$ cat config.mk
export PLATFORM = sky130hd
export DESIGN_NAME = sdram_burst_seq
export DESIGN_NICKNAME = d
export VERILOG_FILES = /design/src/rtl/sdram_burst_pkg.sv /design/src/rtl/sbs_mode_reg.sv /design/src/rtl/sbs_col_gen.sv /design/src/rtl/sbs_burst_ctrl.sv /design/src/rtl/sdram_burst_seq.sv
export SDC_FILE = /design/constraint.sdc
export NUM_CORES = 1
export LEC_CHECK = 0
export BUFFER_PORTS_ARGS = -buffer_cell sky130_fd_sc_hd__buf_2
export CORE_MARGIN = 2
export CORE_UTILIZATION = 40
export CTS_CLUSTER_DIAMETER = 150
export DETAILED_ROUTE_END_ITERATION = 10
export PLACE_DENSITY_LB_ADDON = 0.2
export SKIP_CTS_REPAIR_TIMING = 1
export SKIP_LAST_GASP = 1
export SLEW_MARGIN = 20
export SYNTH_ARGS = -nofsm -noshare
export SYNTH_HDL_FRONTEND = slang
export SYNTH_SLANG_ARGS = --single-unit
$ cat constraint.sdc
create_clock -name clk -period 8.1 [get_ports clk]
set_input_delay 0.81 -clock clk [delete_from_list [all_inputs] [get_ports clk]]
set_output_delay 0.81 -clock clk [all_outputs]
set_load 0.01 [all_outputs]
$ cat src/rtl/sdram_burst_pkg.sv
// Package: shared mode-configuration type and constants for the burst sequencer.
// Assumes a 14-bit mode word with the field layout fixed by the DRAM protocol.
package sdram_burst_pkg;

    localparam int MODE_W = 14;
    localparam logic [MODE_W-1:0] MODE_RESET = 14'h0020;
    localparam logic [6:0] OPM_SINGLE_WR = 7'b0000100;

    // Decoded view of the mode word, consumed by the burst controller.
    typedef struct packed {
        logic       interleave;
        logic       full_page;
        logic [3:0] fixed_len;
        logic       single_wr;
        logic       illegal;
        logic [2:0] cas;
    } mode_cfg_t;

endpackage

$ cat src/rtl/sbs_mode_reg.sv
// Module: holds the mode word and decodes it into a mode_cfg_t.
// Assumes the word is loaded only on mrs; the decoded view follows the
// stored word combinationally, so it changes the cycle after a load.
module sbs_mode_reg
    import sdram_burst_pkg::*;
(
    input  logic              clk,
    input  logic              rst_n,
    input  logic              load,
    input  logic [MODE_W-1:0] word_in,
    output mode_cfg_t         cfg
);

    logic [MODE_W-1:0] word_q;
    logic [2:0]        len_code;
    logic [2:0]        lat_code;
    logic [6:0]        op_code;
    logic              len_ok;
    logic              op_ok;

    // Store the mode word on a mode-set strobe.
    always_ff @(posedge clk) begin
        if (!rst_n) begin
            word_q <= MODE_RESET;
        end else if (load) begin
            word_q <= word_in;
        end
    end

    assign len_code = word_q[2:0];
    assign lat_code = word_q[6:4];
    assign op_code  = word_q[13:7];

    // Decode the length, order, latency and operating-mode fields.
    always_comb begin
        cfg            = '0;
        cfg.interleave = word_q[3];
        len_ok         = 1'b1;
        unique case (len_code)
            3'b000:  cfg.fixed_len = 4'd1;
            3'b001:  cfg.fixed_len = 4'd2;
            3'b010:  cfg.fixed_len = 4'd4;
            3'b011:  cfg.fixed_len = 4'd8;
            3'b111: begin
                cfg.fixed_len = 4'd1;
                cfg.full_page = 1'b1;
            end
            default: begin
                cfg.fixed_len = 4'd1;
                len_ok        = 1'b0;
            end
        endcase
        unique case (lat_code)
            3'b010:  cfg.cas = 3'd2;
            3'b011:  cfg.cas = 3'd3;
            default: cfg.cas = 3'd0;
        endcase
        op_ok         = (op_code == 7'd0) || (op_code == OPM_SINGLE_WR);
        cfg.single_wr = (op_code == OPM_SINGLE_WR);
        cfg.illegal   = !len_ok || !op_ok || (cfg.cas == 3'd0)
                      || (cfg.full_page && cfg.interleave);
    end

    // a legal decoded mode never pairs full page with interleaved order
    p_full_seq_r3: assert property (@(posedge clk) disable iff (!rst_n)
        (cfg.full_page && !cfg.illegal) |-> !cfg.interleave);

    // a legal mode always carries one of the two supported latencies
    p_cas_legal_r2: assert property (@(posedge clk) disable iff (!rst_n)
        !cfg.illegal |-> (cfg.cas == 3'd2 || cfg.cas == 3'd3));

endmodule

$ cat src/rtl/sbs_col_gen.sv
// Module: combinational column generator for one beat of a burst.
// Assumes fixed lengths are powers of two up to 8, base < page and
// idx < page for full-page bursts.
module sbs_col_gen #(
    parameter int COL_W = 10
) (
    input  logic [COL_W-1:0] base,
    input  logic [COL_W:0]   idx,
    input  logic [COL_W:0]   len,
    input  logic             interleave,
    input  logic             full_page,
    input  logic [COL_W:0]   page,
    output logic [COL_W-1:0] col
);

    localparam int PW = COL_W + 1;

    logic [COL_W-1:0] mask;
    logic [COL_W-1:0] low_seq;
    logic [COL_W-1:0] low_itl;
    logic [PW-1:0]    page_sum;
    logic [PW-1:0]    page_wrap;

    // Mask selecting the low bits that rotate within an aligned block.
    assign mask = len[COL_W-1:0] - COL_W'(1);

    // Candidate low bits for each order.
    assign low_seq = (base + idx[COL_W-1:0]) & mask;
    assign low_itl = (base ^ idx[COL_W-1:0]) & mask;

    // Full-page position with a single wrap at the page size.
    always_comb begin
        page_sum  = {1'b0, base} + idx;
        page_wrap = (page_sum >= page) ? (page_sum - page) : page_sum;
    end

    // Pick the column for the active burst kind.
    always_comb begin
        if (full_page) begin
            col = page_wrap[COL_W-1:0];
        end else if (interleave) begin
            col = (base & ~mask) | low_itl;
        end else begin
            col = (base & ~mask) | low_seq;
        end
    end

endmodule

$ cat src/rtl/sbs_burst_ctrl.sv
// Module: accepts read/write commands and counts beats of the burst.
// Assumes cfg reflects the mode held before the current edge; the burst
// latches its own length and order so a later mode change cannot alter it.
module sbs_burst_ctrl
    import sdram_burst_pkg::*;
#(
    parameter int COL_W = 10
) (
    input  logic             clk,
    input  logic             rst_n,
    input  logic             rd,
    input  logic             wr,
    input  mode_cfg_t        cfg,
    input  logic [COL_W-1:0] start_col,
    input  logic [COL_W:0]   page_size,
    output logic             active,
    output logic [COL_W:0]   idx,
    output logic [COL_W-1:0] base,
    output logic [COL_W:0]   len,
    output logic             interleave_q,
    output logic             full_q,
    output logic [COL_W:0]   page_q,
    output logic             last,
    output logic             done
);

    localparam int PW = COL_W + 1;

    logic          accept;
    logic          is_write;
    logic          force_one;
    logic [PW-1:0] new_len;

    // Work out the command acceptance and the length of the new burst.
    always_comb begin
        accept    = (rd || wr) && !cfg.illegal;
        is_write  = wr && !rd;
        force_one = is_write && cfg.single_wr;
        if (force_one) begin
            new_len = PW'(1);
        end else if (cfg.full_page) begin
            new_len = page_size;
        end else begin
            new_len = PW'(cfg.fixed_len);
        end
    end

    assign last = active && (idx == len - PW'(1));

    // Start, advance and finish bursts; a new command always wins.
    always_ff @(posedge clk) begin
        if (!rst_n) begin
            active       <= 1'b0;
            idx          <= '0;
            base         <= '0;
            len          <= PW'(1);
            interleave_q <= 1'b0;
            full_q       <= 1'b0;
            page_q       <= '0;
            done         <= 1'b0;
        end else begin
            done <= last && !accept;
            if (accept) begin
                active       <= 1'b1;
                idx          <= '0;
                base         <= start_col;
                len          <= new_len;
                interleave_q <= cfg.interleave;
                full_q       <= cfg.full_page && !force_one;
                page_q       <= page_size;
            end else if (active) begin
                if (last) begin
                    active <= 1'b0;
                end else begin
                    idx <= idx + PW'(1);
                end
            end
        end
    end

    // the beat index never runs past the latched length
    p_idx_bound_r9: assert property (@(posedge clk) disable iff (!rst_n)
        active |-> (idx < len));

    // a write in single-write mode ends on its first beat
    p_single_wr_r8: assert property (@(posedge clk) disable iff (!rst_n)
        (wr && !rd && !cfg.illegal && cfg.single_wr) |=> last);

endmodule

$ cat src/rtl/sdram_burst_seq.sv
// Module: top of the SDRAM mode register and burst column sequencer.
// Assumes 1 <= page_size <= 2**COL_W and start_col < page_size for
// full-page bursts; COL_W must be at least 3 to hold an 8-beat block.
module sdram_burst_seq
    import sdram_burst_pkg::*;
#(
    parameter int COL_W = 10
) (
    input  logic              clk,
    input  logic              rst_n,
    input  logic              mrs_stb,
    input  logic [MODE_W-1:0] addr,
    input  logic              rd_stb,
    input  logic              wr_stb,
    input  logic [COL_W-1:0]  start_col,
    input  logic [COL_W:0]    page_size,
    output logic [COL_W-1:0]  beat_col,
    output logic              beat_valid,
    output logic              beat_last,
    output logic              burst_done,
    output logic [2:0]        cas_lat,
    output logic              mode_err
);

    mode_cfg_t        cfg;
    logic             active;
    logic [COL_W:0]   idx;
    logic [COL_W-1:0] base;
    logic [COL_W:0]   len;
    logic             itl_q;
    logic             full_q;
    logic [COL_W:0]   page_q;
    logic             last;
    logic             done;
    logic [COL_W-1:0] col;

    sbs_mode_reg i_mode (
        .clk     (clk),
        .rst_n   (rst_n),
        .load    (mrs_stb),
        .word_in (addr),
        .cfg     (cfg)
    );

    sbs_burst_ctrl #(.COL_W(COL_W)) i_ctrl (
        .clk          (clk),
        .rst_n        (rst_n),
        .rd           (rd_stb),
        .wr           (wr_stb),
        .cfg          (cfg),
        .start_col    (start_col),
        .page_size    (page_size),
        .active       (active),
        .idx          (idx),
        .base         (base),
        .len          (len),
        .interleave_q (itl_q),
        .full_q       (full_q),
        .page_q       (page_q),
        .last         (last),
        .done         (done)
    );

    sbs_col_gen #(.COL_W(COL_W)) i_col (
        .base       (base),
        .idx        (idx),
        .len        (len),
        .interleave (itl_q),
        .full_page  (full_q),
        .page       (page_q),
        .col        (col)
    );

    // Drive the beat outputs, holding the column at zero when idle.
    always_comb begin
        beat_valid = active;
        beat_col   = active ? col : '0;
        beat_last  = last;
        burst_done = done;
        cas_lat    = cfg.cas;
        mode_err   = cfg.illegal;
    end

    // an accepted command shows its start column on the next cycle
    p_first_beat_r4: assert property (@(posedge clk) disable iff (!rst_n)
        ((rd_stb || wr_stb) && !mode_err) |=> (beat_valid && beat_col == $past(start_col)));

    // a refused command starts nothing when the sequencer is idle
    p_refused_r4: assert property (@(posedge clk) disable iff (!rst_n)
        ((rd_stb || wr_stb) && mode_err && !beat_valid) |=> !beat_valid);

    // last only appears on a presented beat
    p_last_valid_r9: assert property (@(posedge clk) disable iff (!rst_n)
        beat_last |-> beat_valid);

    // done follows a final beat and leaves the sequencer idle
    p_done_after_last_r9: assert property (@(posedge clk) disable iff (!rst_n)
        burst_done |-> (!beat_valid && $past(beat_last)));

    // loading latency code 3 reports latency 3 on the next cycle
    p_mrs_cas_r2: assert property (@(posedge clk) disable iff (!rst_n)
        (mrs_stb && addr[6:4] == 3'b011) |=> (cas_lat == 3'd3));

endmodule

# After elaboration in Yosys (flattened, before gate mapping)
# Cells that the tools add are included.
classes:
  mul: 0
  eq_ne: 8
  bitwise_logic: 9
  addsub: 6
  shifts: 0
  reduce_logical: 24
  order_cmp: 1
  div_mod_pow: 0
  muxes: 13
ops:
  columns: ["operator", "count"]
  rows:
  - ["2-to-1 mux 10 bit", 4]
  - ["AND 10 bit", 3]
  - ["2-to-1 mux 11 bit", 2]
  - ["bitwise OR 10 bit", 2]
  - ["== test 3 x 2 -> 1 bit (second input constant)", 4]
  - ["case mux 4 bit (3 select lines)", 1]
  - ["adder 10 x 11 -> 11 bit", 1]
  - ["adder 11 x 1 -> 11 bit (second input constant)", 1]
  - ["== test 11 bit", 1]
  - ["greater-or-equal comparator 11 bit", 1]
  - ["subtractor 11 x 1 -> 11 bit (second input constant)", 1]
  - ["adder 10 bit", 1]
  - ["inverter 10 bit", 1]
  - ["subtractor 10 x 1 -> 10 bit (second input constant)", 1]
  - ["subtractor 10 bit", 1]
  - ["XOR 10 bit", 1]
  - ["== test 7 x 3 -> 1 bit (second input constant)", 1]
  - ["logical AND 1 bit", 7]
  - ["logical NOT 7 bit", 1]
  - ["logical NOT 1 bit", 6]
  - ["logical NOT 3 bit", 2]
  - ["logical OR 1 bit", 5]
  - ["2-to-1 mux 1 bit", 5]
  - ["OR reduction 5 bit", 1]
  - ["other kinds (6)", 7]
word_totals:
  input_bits: 40
  register_bits: 61
  latchBits: 0
  word_cells: 70
  out_inout_bits: 17
  memories: 0
  ram_bits: 0
  mem_bits_ro: 0

# Longest topological paths before layout
# Gate-level depths: netlist of the first run.
depth:
  depth_word: 11
  ltp_mapped: 16
  depth_no_buf: 15

# Modules after synthesis
# Synthesis of the first run repeated with hierarchy kept, for this count alone.
unflattened:
  cells_unflattened: 562
  area_unflattened_um2: 4561.9
by_module_without_submodules:
  columns: ["mod", "instances", "seq_area_each_um2", "cells_per_inst", "area_each_um2"]
  rows:
  - ["sbs_burst_ctrl", 1, 940.9, 267, 2259.7]
  - ["sbs_col_gen", 1, 0.0, 223, 1599.0]
  - ["sbs_mode_reg", 1, 280.3, 62, 640.6]
  - ["sdram_burst_seq", 1, 0.0, 10, 62.6]

# Least setup slack after synthesis of the first run
# OpenSTA, ideal clock, no wires.
synth_timing:
  kind: "register -> output"
  startpoint: "reg i_ctrl.idx[0]"
  endpoint: "out beat_col[0]"
  path_stages_with_launch: 17
  slack_ps: 3696
  n_path_buf: 1
  required_time_ps: 7290
  t_arrival_ps: 3594
  cell_sequence: "dfxtp_1 -> ha_1 -> inv_1 -> fa_1 -> nor2b_1 -> o21ai_0 -> a21oi_1 -> nor2_1 -> xnor2_1 -> ha_1 -> or4_1 -> o22ai_1 -> o21ai_1 -> o221ai_1 -> buf_2 -> mux2_2 -> a21oi_1"
synth_between:
  elab_chain_cells: 6
  elab_cells_between_ends: 13
  classes_between: "add/sub: 3; order compare: 1; mux: 4; bitwise: 5"
synth_lines:
  columns: ["item", "line", "source"]
  rows:
  - ["start, declared", "sbs_burst_ctrl.sv:17", "output logic [COL_W:0] idx,"]
  - ["start signal, assigned", "sbs_burst_ctrl.sv:75", "idx <= idx + PW'(1);"]
  - ["branches (longest 4 deep; another with adder 10 x 11 -> 11 bit)", null, null]
  - ["2-to-1 mux 10 bit (*)", "sbs_col_gen.sv:39", "if (full_page) begin"]
  - ["2-to-1 mux 10 bit (*)", "sdram_burst_seq.sv:77", "beat_col = active ? col : '0;"]
  - ["end, declared", "sdram_burst_seq.sv:17", "output logic [COL_W-1:0] beat_col,"]
# Mark *: on every way between the ends.

# Worst setup path in the final report of the first run
layout_timing:
  startpoint: "reg i_ctrl.idx[0]"
  endpoint: "out beat_col[1]"
layout_between:
  elab_chain_cells: 6
  elab_cells_between_ends: 10
  classes_between: "add/sub: 3; order compare: 1; mux: 4; bitwise: 2"
layout_lines:
  columns: ["item", "line"]
  rows:
  - ["branches (longest 4 deep; another with adder 10 x 11 -> 11 bit)", null]
  - ["2-to-1 mux 10 bit (*)", "sbs_col_gen.sv:39"]
  - ["2-to-1 mux 10 bit (*)", "sdram_burst_seq.sv:77"]
# Marked as above.

==> run_results.csv, run 1 <==
group,metric,value,unit
placed_design,dp.cells,692,
setup_path,reg2reg_to,"i_ctrl.active",
global_routing,grt_usage,20.0,%
final_layout,finalInstanceArea,0.00479,mm²
hold_path,min_to,"i_ctrl.page_q[7]",
floorplan,design.core.area,0.0103,mm²
power_and_ir_drop,clock_power_share,33.5,%
placed_design,place_hpwl,8380,µm
logic_synthesis,yosys.area.top_type,"dfxtp_1",
sta,setup_viol,0,
sta,fin_crit_sh,67.4,%
clocking,clockBufferDepth,2,
floorplan,io_pins,57,
logic_synthesis,synth_seq_cells,61,
setup_path,path_class,"reg2out",
power_and_ir_drop,p_int,586,µW
logic_synthesis,synthTopCellsByArea,"dfxtp_1, nand2_1, ha_1, a21boi_0, mux2i_1",
power_and_ir_drop,ir_worst_vdd,0.0000990,V
final_layout,fin_nets,632,
logic_synthesis,synth_fp_nets,592,
logic_synthesis,ys_warn_count,0,
power_and_ir_drop,pwr-share-comb,28.8,%
hold_path,holdCritStartpoint,"i_ctrl.page_q[7]",
setup_path,crit_chain,"ha_1 > inv_1 > fa_1 > nor2b_1 > o21ai_0 > a21oi_1 > nor2_1 > xnor2_1 > ha_1 > or4_1 > o22ai_1 > o21ai_1 > o221ai_2 > mux2_2 > o32ai_1 > buf_2",
hold_path,hold_path_class,"reg2reg",
placed_design,io_buffers,55,
sta,rsz0062_at_grt,"false",
clocking,h-tree-depth,3,
clocking,clk_latency,0.35,ns
routing,initialDrtViolationCount,194,
setup_path,cpPeakStageDelay,0.61,ns
placed_design,place.gp.congestion,0.895,
logic_synthesis,netlist_area,0.00426,mm²
logic_synthesis,synth_common_cells,"nand2_1, dfxtp_1, nor2_1",
clocking,numCtsBuffers,9,
power_and_ir_drop,cellLeakagePower,0.00196,µW
setup_path,reg2reg_slack,5.23,ns
routing,wl_per_cell,15.3,µm
logic_synthesis,syn_inst,527,
final_layout,drive_gt1_share,15.9,%
routing,drt_drc_violations_left,0,
hold_path,hold_depth,2,
routing,vias_per_cell,5.30,
setup_path,critPathSlowestCell,"o221ai_2",
sta,finalMaxSlewViolations,0,
logic_synthesis,synth_edf_count,0,
routing,first_pass_iters,5,
job,timing.max_cap.violations,0,
final_layout,syn2layout_area_growth,12.4,%
placed_design,place_area,0.00457,mm²
setup_path,arrival,4.65,ns
sta,tightest_slew,0.716,ns
floorplan,initial_core_util,41.3,%
power_and_ir_drop,sw_frac_of_total,33.6,%
floorplan,row_count,37,
sta,setup-tns-final,0,ns
clocking,clock_sinks,61,
logic_synthesis,synth_area_per_cell,8.09,µm²
floorplan,die_area,0.0115,mm²
setup_path,crit_path_start_kind,"flip-flop",
global_routing,grt_pass1_vias,3424,
routing,vias,3751,
floorplan,die_x,107,µm
global_routing,antenna_found_initial,0,
power_and_ir_drop,p_seq_share,37.7,%
placed_design,place_ws,2.71,ns
setup_path,critPathMostFrequentCell,"ha_1",
power_and_ir_drop,finalPower,882,µW
routing,postRouteAntennaNets,0,
sta,slew_headroom,52.3,%
setup_path,end_kind,"output port",
final_layout,nFillCells,1052,
logic_synthesis,synthArstFlopShare,0,%
global_routing,grt_pass1_wl,17700,µm
clocking,cts_root_buffer,"clkbuf_8",
floorplan,fp.dieH,107,µm
setup_path,cp_max_fo,11,
power_and_ir_drop,netSwitchingPower,297,µW
sta,fmax,183,MHz
logic_synthesis,synth_cell_types,64,
sta,finalHoldViolations,0,
status,outcome,"finished clean",
logic_synthesis,synth_ff_type,"dfxtp_1",
global_routing,grt_max_degree,48,
logic_synthesis,synth.most_common_cell,"nand2_1",
setup_path,reg2reg_from,"i_ctrl.len[0]",
logic_synthesis,synthDominantCellAreaShare,28.6,%
final_layout,stdcell_count,708,
logic_synthesis,synth_seq_area_share,28.6,%
sta,skew,0.0126,ns
routing,drt-total-wl,10800,µm
setup_path,r2r.worst_path.cells,9,
global_routing,grt-ovfl-total,0,
clocking,tritoncts,"built",
sta,setup_ws,2.64,ns
final_layout,n_antenna_cell,0,
clocking,clkTransAtPathRegs,0.08,ns
setup_path,cp.required,7.29,ns
sta,finalCriticalPeriod,5.46,ns
power_and_ir_drop,powerDensity,184,mW/mm²
## per-layer routing
layer  vias up  share of wire [%]  track usage [%]
met3        10                4.2             4.00
li1       1908                  -                -
met4         0                1.4             6.40
met5         -                  0                0
met1      1752                 49             28.4
met2        81                 45             30.2
## per-stage QoR
stage / utilization (%) / hold WS (ns)
after floorplan: - / 0.433
after global placement: 44.3 / 0.450
after detailed placement: 44.3 / 0.460
after CTS: 46.4 / 0.471
after global routing: 46.4 / 0.495
final: 46.4 / 0.468
## cells by family after synthesis
logic type      share of synthesized area [%]
compound gates                           18.8
xor+xnor                                 9.95
fa+ha+maj                                7.69
buf+inv                                  5.93
flops                                    28.6
mux                                      5.93
other cells                            0.0879
simple gates                             23.0
## worst max path at each step
stage,start,to,slack (ns)
global route,i_ctrl.idx[0],beat_col[1],2.34
global placement,i_ctrl.idx[0],beat_col[6],2.87
finish,i_ctrl.idx[0],beat_col[1],2.64
detailed placement,i_ctrl.idx[0],beat_col[1],2.71
CTS,i_ctrl.idx[0],beat_col[1],2.31
floorplan,i_ctrl.idx[0],beat_col[0],3.70
## critical path: cells and delay by family, from the launching register on
family                     cells  cell delay (ns)
adders and majority gates      3             0.86
muxes                          1             0.41
DFF                            1             0.44
buffers and inverters          2             0.25
xor gates and xnor gates       1             0.15
AOI/OAI and AO/OA              6             1.56
and+or+nand+nor                3             0.61
## cells in the final DEF (no fill, tap or decap), types with 5 or more instances in the layout
cell type  instances
clkbuf_8          11
nor2_1            32
nor2b_1           18
nand3_1           11
a21oi_1           28
a21boi_0          31
ha_1              23
nand4_1            7
xnor2_1           22
nor3_1             9
mux2i_1           23
dfxtp_1           61
buf_2             55
nand2_1           77
xor2_1            16
o22ai_1            5
nand2b_1           6
or3_1              7
inv_1             28
o21ai_0           26
## power by group through the flow
stage	clock [µW]	combinational, µW	sequential (µW)
3_3_place_gp	0	249	339
6_report	295	254	332
5_1_grt	316	282	335
3_5_place_dp	0	251	340
4_1_cts	303	252	333
2_1_floorplan	0	200	331
## area by class of cell
type,count,area (µm²),share of cell area [%]
timing repair buffer,56,283,5.90
clock buffer,11,151,3.16
clock inverter,5,65.1,1.36
sequential,61,1220,25.5
multi-input combinational,411,2800,58.4
tap,136,170,3.55
inverter,28,105,2.19
## state kept, by name (all words and copies together) (netlist names)
register	cells
i_mode.word_q	14
i_ctrl.done	1
i_ctrl.base	10
i_ctrl.page_q	11
i_ctrl.interleave_q	1
i_ctrl.len	11
i_ctrl.idx	11
i_ctrl.active	1
i_ctrl.full_q	1
No activity file was read; power rests on OpenSTA's default activity.
==> inputs of run 2 (changes only) <==
clock period = 5.5 ns   (was 8.1 ns; I/O delays follow)
==> run 2 against run 1 <==
  * Register-to-register slack got worse by 2.6 ns
  * Via count grew 0.80%
  * Combinational power up 49%
  * Critical path depth rose by 1
  * Sequential cell count unchanged
  * Sequential share of layout area increased by 0.15 points
  * Clock power is 32% higher
  * Global-route usage about the same
  * Clock skew is 0.0019 ns higher
  * Non-clock buffer count increased by 1
  * Die area unchanged
  * Largest power group unchanged
  * Highest routed layer unchanged
==> run_results.csv, run 2 (synthesized netlist as in run 1, its figures left out) <==
group,metric,value,unit
final_layout,n_antenna_cell,0,
power_and_ir_drop,ir_worst_vdd,0.0000931,V
clocking,clk_latency,0.35,ns
global_routing,grt_usage,20.0,%
floorplan,die_x,107,µm
floorplan,design.core.area,0.0103,mm²
setup_path,critical-path-top-delay-family,"compound AO/OA/AOI/OAI gates",
placed_design,place_hpwl,8390,µm
final_layout,drive_gt1_share,15.9,%
floorplan,fp.dieH,107,µm
placed_design,place.gp.congestion,0.848,
sta,finalMaxSlewViolations,0,
routing,vias_per_cell,5.33,
final_layout,layout_common_cells,"nand2_1, dfxtp_1, buf_2, nor2_1, a21boi_0",
power_and_ir_drop,powerDensity,264,mW/mm²
routing,wl_per_cell,15.4,µm
hold_path,hold_path_class,"in2reg",
routing,first_pass_iters,4,
setup_path,reg2reg_from,"i_ctrl.len[0]",
hold_path,holdCritStartpoint,"addr[5]",
placed_design,io_buffers,55,
setup_path,reg2reg_slack,2.62,ns
power_and_ir_drop,p_seq_share,38.9,%
global_routing,antenna_found_initial,0,
sta,fin_crit_sh,90.5,%
routing,drt_drc_violations_left,0,
clocking,clock_sinks,61,
power_and_ir_drop,sw_frac_of_total,36.5,%
setup_path,cp.required,4.95,ns
power_and_ir_drop,pwr-share-comb,30.1,%
sta,rsz0062_at_grt,"false",
global_routing,grt-ovfl-total,0,
floorplan,die_area,0.0115,mm²
global_routing,grt_pass1_wl,18000,µm
job,timing.max_cap.violations,0,
placed_design,place_area,0.00458,mm²
power_and_ir_drop,clock_power_share,31.0,%
sta,hold_ws,0.414,ns
global_routing,grt_max_degree,48,
final_layout,finalInstanceArea,0.00477,mm²
sta,fmax,201,MHz
routing,initialDrtViolationCount,233,
power_and_ir_drop,p_int,799,µW
setup_path,path_class,"reg2out",
setup_path,end_kind,"output port",
setup_path,cp-startpoint,"i_ctrl.idx[0]",
routing,postRouteAntennaNets,0,
sta,setup_viol,0,
power_and_ir_drop,netSwitchingPower,460,µW
global_routing,grt_pass1_vias,3583,
final_layout,largest_reg_flops,14,
setup_path,crit_path_start_kind,"flip-flop",
setup_path,critPathMostFrequentCell,"ha_1",
power_and_ir_drop,cellLeakagePower,0.00195,µW
sta,finalCriticalPeriod,4.98,ns
clocking,clkTransAtPathRegs,0.09,ns
sta,tightest_slew,0.789,ns
final_layout,fin_nets,633,
floorplan,row_count,37,
final_layout,syn2layout_area_growth,11.8,%
final_layout,regMostFlops,"i_mode.word_q",
floorplan,io_pins,57,
final_layout,final_common_cell,"nand2_1",
setup_path,arrival,4.43,ns
clocking,clockBufferDepth,2,
setup_path,cp_max_fo,11,
floorplan,initial_core_util,41.3,%
sta,slew_headroom,47.4,%
sta,finalHoldViolations,0,
clocking,cts_root_buffer,"clkbuf_8",
status,outcome,"finished clean",
setup_path,critPathBufInv,3,
setup_path,critPathSlowestCell,"dfxtp_1",
routing,vias,3781,
sta,skew,0.0145,ns
sta,setup-tns-final,0,ns
setup_path,cpPeakStageDelay,0.44,ns
clocking,numCtsBuffers,9,
routing,drt-total-wl,10900,µm
placed_design,place_ws,0.910,ns
sta,setup_ws,0.523,ns
clocking,h-tree-depth,3,
setup_path,crit_chain,"ha_1 > inv_1 > fa_1 > nor2b_1 > o21ai_0 > a21oi_1 > nor2_1 > xnor2_1 > ha_1 > a21boi_0 > o22ai_1 > o21ai_1 > o221ai_1 > buf_4 > or3_1 > a221oi_1 > buf_2",
clocking,tritoncts,"built",
==> run 2: changes by cell type in the layout (fill, tap and decap cells not counted), sizes merged <==
cell      before  now
buf           56   57
bufinv         1    0
clkbuf        11    9
clkinvlp       0    1
inv           30   32
==> run 2: routing by layer <==
layer	wire length, µm	part of all wire [%]	GRT usage (%)	vias up
met4	192	1.8	6.03	0
met2	4850	45	31.4	73
met5	0	0	0	-
li1	-	-	-	1920
met3	461	4.2	3.21	16
met1	5390	49	28.1	1772
==> run 2: worst min-delay path, delay by kind of cell <==
family,cells,cell delay (ns)
multiplexers,1,0.06
AND/OR/NAND/NOR,1,0.06
buffers and inverters,1,0.08
==> run 2: area by class of cell <==
| type | instances | area, µm² |
|---|---|---|
| fill | 1021 | 5560 |
| multi-input combinational | 411 | 2790 |
| sequential | 61 | 1220 |
| timing repair buffer | 57 | 290 |
| tap | 136 | 170 |
| clock buffer | 9 | 124 |
| inverter | 28 | 105 |
| clock inverter | 7 | 62.6 |
==> run 2: through the flow <==
step	utilization, %	power (µW)	cells
floorplan	-	782	527
global placement	44.4	874	693
detailed placement	44.4	878	693
CTS	46.2	1270	709
global route	46.2	1330	709
finish	46.2	1260	709
==> run 2: power by group through the flow <==
stage / sequential, µW / clock, µW / combinational [µW]
global route: 494 / 419 / 419
detailed placement: 500 / 0 / 378
floorplan: 487 / 0 / 295
finish: 490 / 390 / 379
CTS: 490 / 399 / 380
global placement: 499 / 0 / 375
==> run 2: worst paths after layout <==
path                            depth (start not counted)          endpoint
worst max-delay path                                   17       beat_col[6]
worst min-delay path                                    3  i_mode.word_q[5]
worst max register to register                          9     i_ctrl.idx[1]
worst min register to register                          2  i_ctrl.page_q[7]
==> inputs of run 3 (changes only) <==
ABC_AREA = 1   (was not set)
==> run 3 against run 2 <==
  * Register-to-register slack improved by 0.27 ns
  * Clock power increased by 17%
  * Sequential cell count unchanged
  * Non-clock buffer count increased by 1
  * Largest power group unchanged
  * Highest routed layer unchanged
==> run_results.csv, run 3 <==
group,metric,value,unit
floorplan,design.core.area,0.0103,mm²
placed_design,place.gp.congestion,0.929,
sta,fmax,210,MHz
floorplan,row_count,37,
logic_synthesis,syn_inst,634,
placed_design,io_buffers,55,
setup_path,r2r.worst_path.cells,9,
placed_design,place_ws,1.14,ns
logic_synthesis,netlist_area,0.00427,mm²
hold_path,holdCritStartpoint,"start_col[1]",
clocking,clockBufferDepth,2,
routing,initialDrtViolationCount,338,
sta,finalMaxSlewViolations,0,
final_layout,fin_nets,748,
global_routing,grt_pass1_wl,19800,µm
logic_synthesis,synth_area_per_cell,6.73,µm²
final_layout,nFillCells,1094,
floorplan,fp.dieH,107,µm
logic_synthesis,synth_ff_type,"dfxtp_1",
sta,slew_headroom,37.2,%
final_layout,final_common_cell,"nand2_1",
floorplan,initial_core_util,41.3,%
routing,vias_per_cell,5.30,
logic_synthesis,synth_edf_count,0,
sta,tightest_slew,0.938,ns
setup_path,reg2reg_slack,2.89,ns
final_layout,regMostFlops,"i_mode.word_q",
setup_path,cp.required,4.95,ns
clocking,h-tree-depth,3,
sta,fin_crit_sh,86.7,%
logic_synthesis,yosys.area.top_type,"dfxtp_1",
sta,finalCriticalPeriod,4.77,ns
final_layout,syn2layout_area_growth,13.5,%
clocking,tritoncts,"built",
hold_path,hold_depth,3,
clocking,cts_root_buffer,"clkbuf_8",
logic_synthesis,synth_seq_cells,61,
sta,skew,0.00947,ns
logic_synthesis,synthDominantCellAreaShare,28.6,%
logic_synthesis,synth.most_common_cell,"nand2_1",
clocking,clk_latency,0.36,ns
power_and_ir_drop,powerDensity,249,mW/mm²
setup_path,crit_path_start_kind,"flip-flop",
hold_path,min_to,"i_ctrl.base[1]",
floorplan,die_x,107,µm
setup_path,path_class,"reg2out",
routing,drt-total-wl,12400,µm
final_layout,largest_reg_flops,14,
power_and_ir_drop,cellLeakagePower,0.00231,µW
final_layout,drive_gt1_share,15.3,%
logic_synthesis,synthArstFlopShare,0,%
routing,wl_per_cell,15.1,µm
logic_synthesis,synthTopCellsByArea,"dfxtp_1, nand2_1, inv_1, ha_1, nand3_1",
logic_synthesis,synth_fp_nets,699,
global_routing,grt-ovfl-total,0,
power_and_ir_drop,ir_worst_vdd,0.000126,V
final_layout,final_util,46.9,%
final_layout,layout_common_cells,"nand2_1, inv_1, dfxtp_1, buf_2, nor2_1",
job,timing.max_cap.violations,0,
status,outcome,"finished clean",
setup_path,reg2reg_from,"i_mode.word_q[13]",
clocking,clock_sinks,61,
setup_path,cp_max_fo,16,
logic_synthesis,ys_warn_count,0,
placed_design,place_hpwl,9570,µm
global_routing,grt_pass1_vias,4118,
sta,finalHoldViolations,0,
hold_path,hold_path_class,"in2reg",
floorplan,die_area,0.0115,mm²
power_and_ir_drop,finalPower,1210,µW
clocking,numCtsBuffers,9,
global_routing,grt_max_degree,31,
routing,drt_drc_violations_left,0,
setup_path,reg2reg_to,"i_ctrl.len[0]",
logic_synthesis,synth_cell_types,41,
routing,first_pass_iters,6,
final_layout,n_antenna_cell,0,
routing,postRouteAntennaNets,0,
sta,rsz0062_at_grt,"false",
setup_path,end_kind,"output port",
global_routing,grt_usage,22.2,%
logic_synthesis,synth_seq_area_share,28.6,%
sta,setup-tns-final,0,ns
floorplan,io_pins,57,
sta,setup_ws,0.734,ns
clocking,clkTransAtPathRegs,0.08,ns
global_routing,antenna_found_initial,0,
setup_path,arrival,4.22,ns
sta,setup_viol,0,
logic_synthesis,synth_common_cells,"nand2_1, inv_1, dfxtp_1",
routing,vias,4362,
run 3: cell types whose count changed after synthesis, moves of 23 or more:
cell,before,now
a21boi_0,31,1
mux2i_1,23,0
nand2_1,77,127
a21oi_1,28,51
nand3_1,11,52
inv_1,28,87
run 3: power breakdown:
part	internal [µW]	leakage [µW]	switching [µW]
registers	459	0.000497	14.2
logic	96.7	0.00171	181
clock network	264	0.000105	191
total	820	0.00231	386
run 3: logic make-up (layout without fill, tap and decap cells):
logic type,count (synthesis),in the layout,synth area share [%]
AOI/OAI and AO/OA,141,141,19.2
xor gates and xnor gates,25,25,5.46
adders and majority gates,25,25,7.69
buffers and inverters,110,163,10.4
DFF,61,61,28.6
other,1,1,0.0879
and+or+nand+nor,271,271,28.5
run 3: routing by layer:
metal | GRT usage, % | wire [µm]
met1 | 28.4 | 5470
met2 | 36.7 | 5770
met4 | 8.81 | 327
met5 | 0 | 0
met3 | 4.54 | 853
run 3: how the worst max path moves through the flow:
stage             startpoint           to  cells past startpoint
4_1_cts        i_ctrl.idx[0]  beat_col[6]                     21
3_5_place_dp   i_ctrl.idx[0]  beat_col[6]                     21
5_1_grt        i_ctrl.idx[0]  beat_col[6]                     21
2_1_floorplan  i_ctrl.idx[0]  beat_col[6]                     20
3_3_place_gp   i_ctrl.idx[0]  beat_col[6]                     21
6_report       i_ctrl.idx[0]  beat_col[6]                     21
run 3: layout make-up:
class                      instances  area [µm²]  share of cell area (%)
inverter                          90         338                    6.98
multi-input combinational        463        2600                    53.7
tap                              136         170                    3.52
clock buffer                      11         141                    2.92
timing repair buffer              58         298                    6.15
sequential                        61        1220                    25.2
clock inverter                     4        72.6                    1.50
run 3: through the flow:
step / cell area (µm²) / std cells / hold WS, ns
finish: 4840 / 823 / 0.393
floorplan: 4270 / 634 / 0.435
detailed placement: 4630 / 808 / 0.479
global route: 4840 / 823 / 0.393
CTS: 4840 / 823 / 0.393
global placement: 4630 / 808 / 0.469
run 3: critical path, cell delays in order, from the launching register on:
cell and delay [ns]:
dfxtp_1 0.45, ha_1 0.21, inv_1 0.05, fa_1 0.39, o21ai_0 0.40, nand3_1 0.17
nand2_1 0.09, nand2_1 0.06, nand2_1 0.06, a21oi_1 0.07, xnor2_1 0.14, ha_1 0.32
a21oi_1 0.16, o21ai_0 0.11, a21oi_1 0.12, nand3_1 0.35, inv_1 0.25, nand2_1 0.07
nand3_1 0.08, nand2_1 0.05, nor2_1 0.10, buf_2 0.14
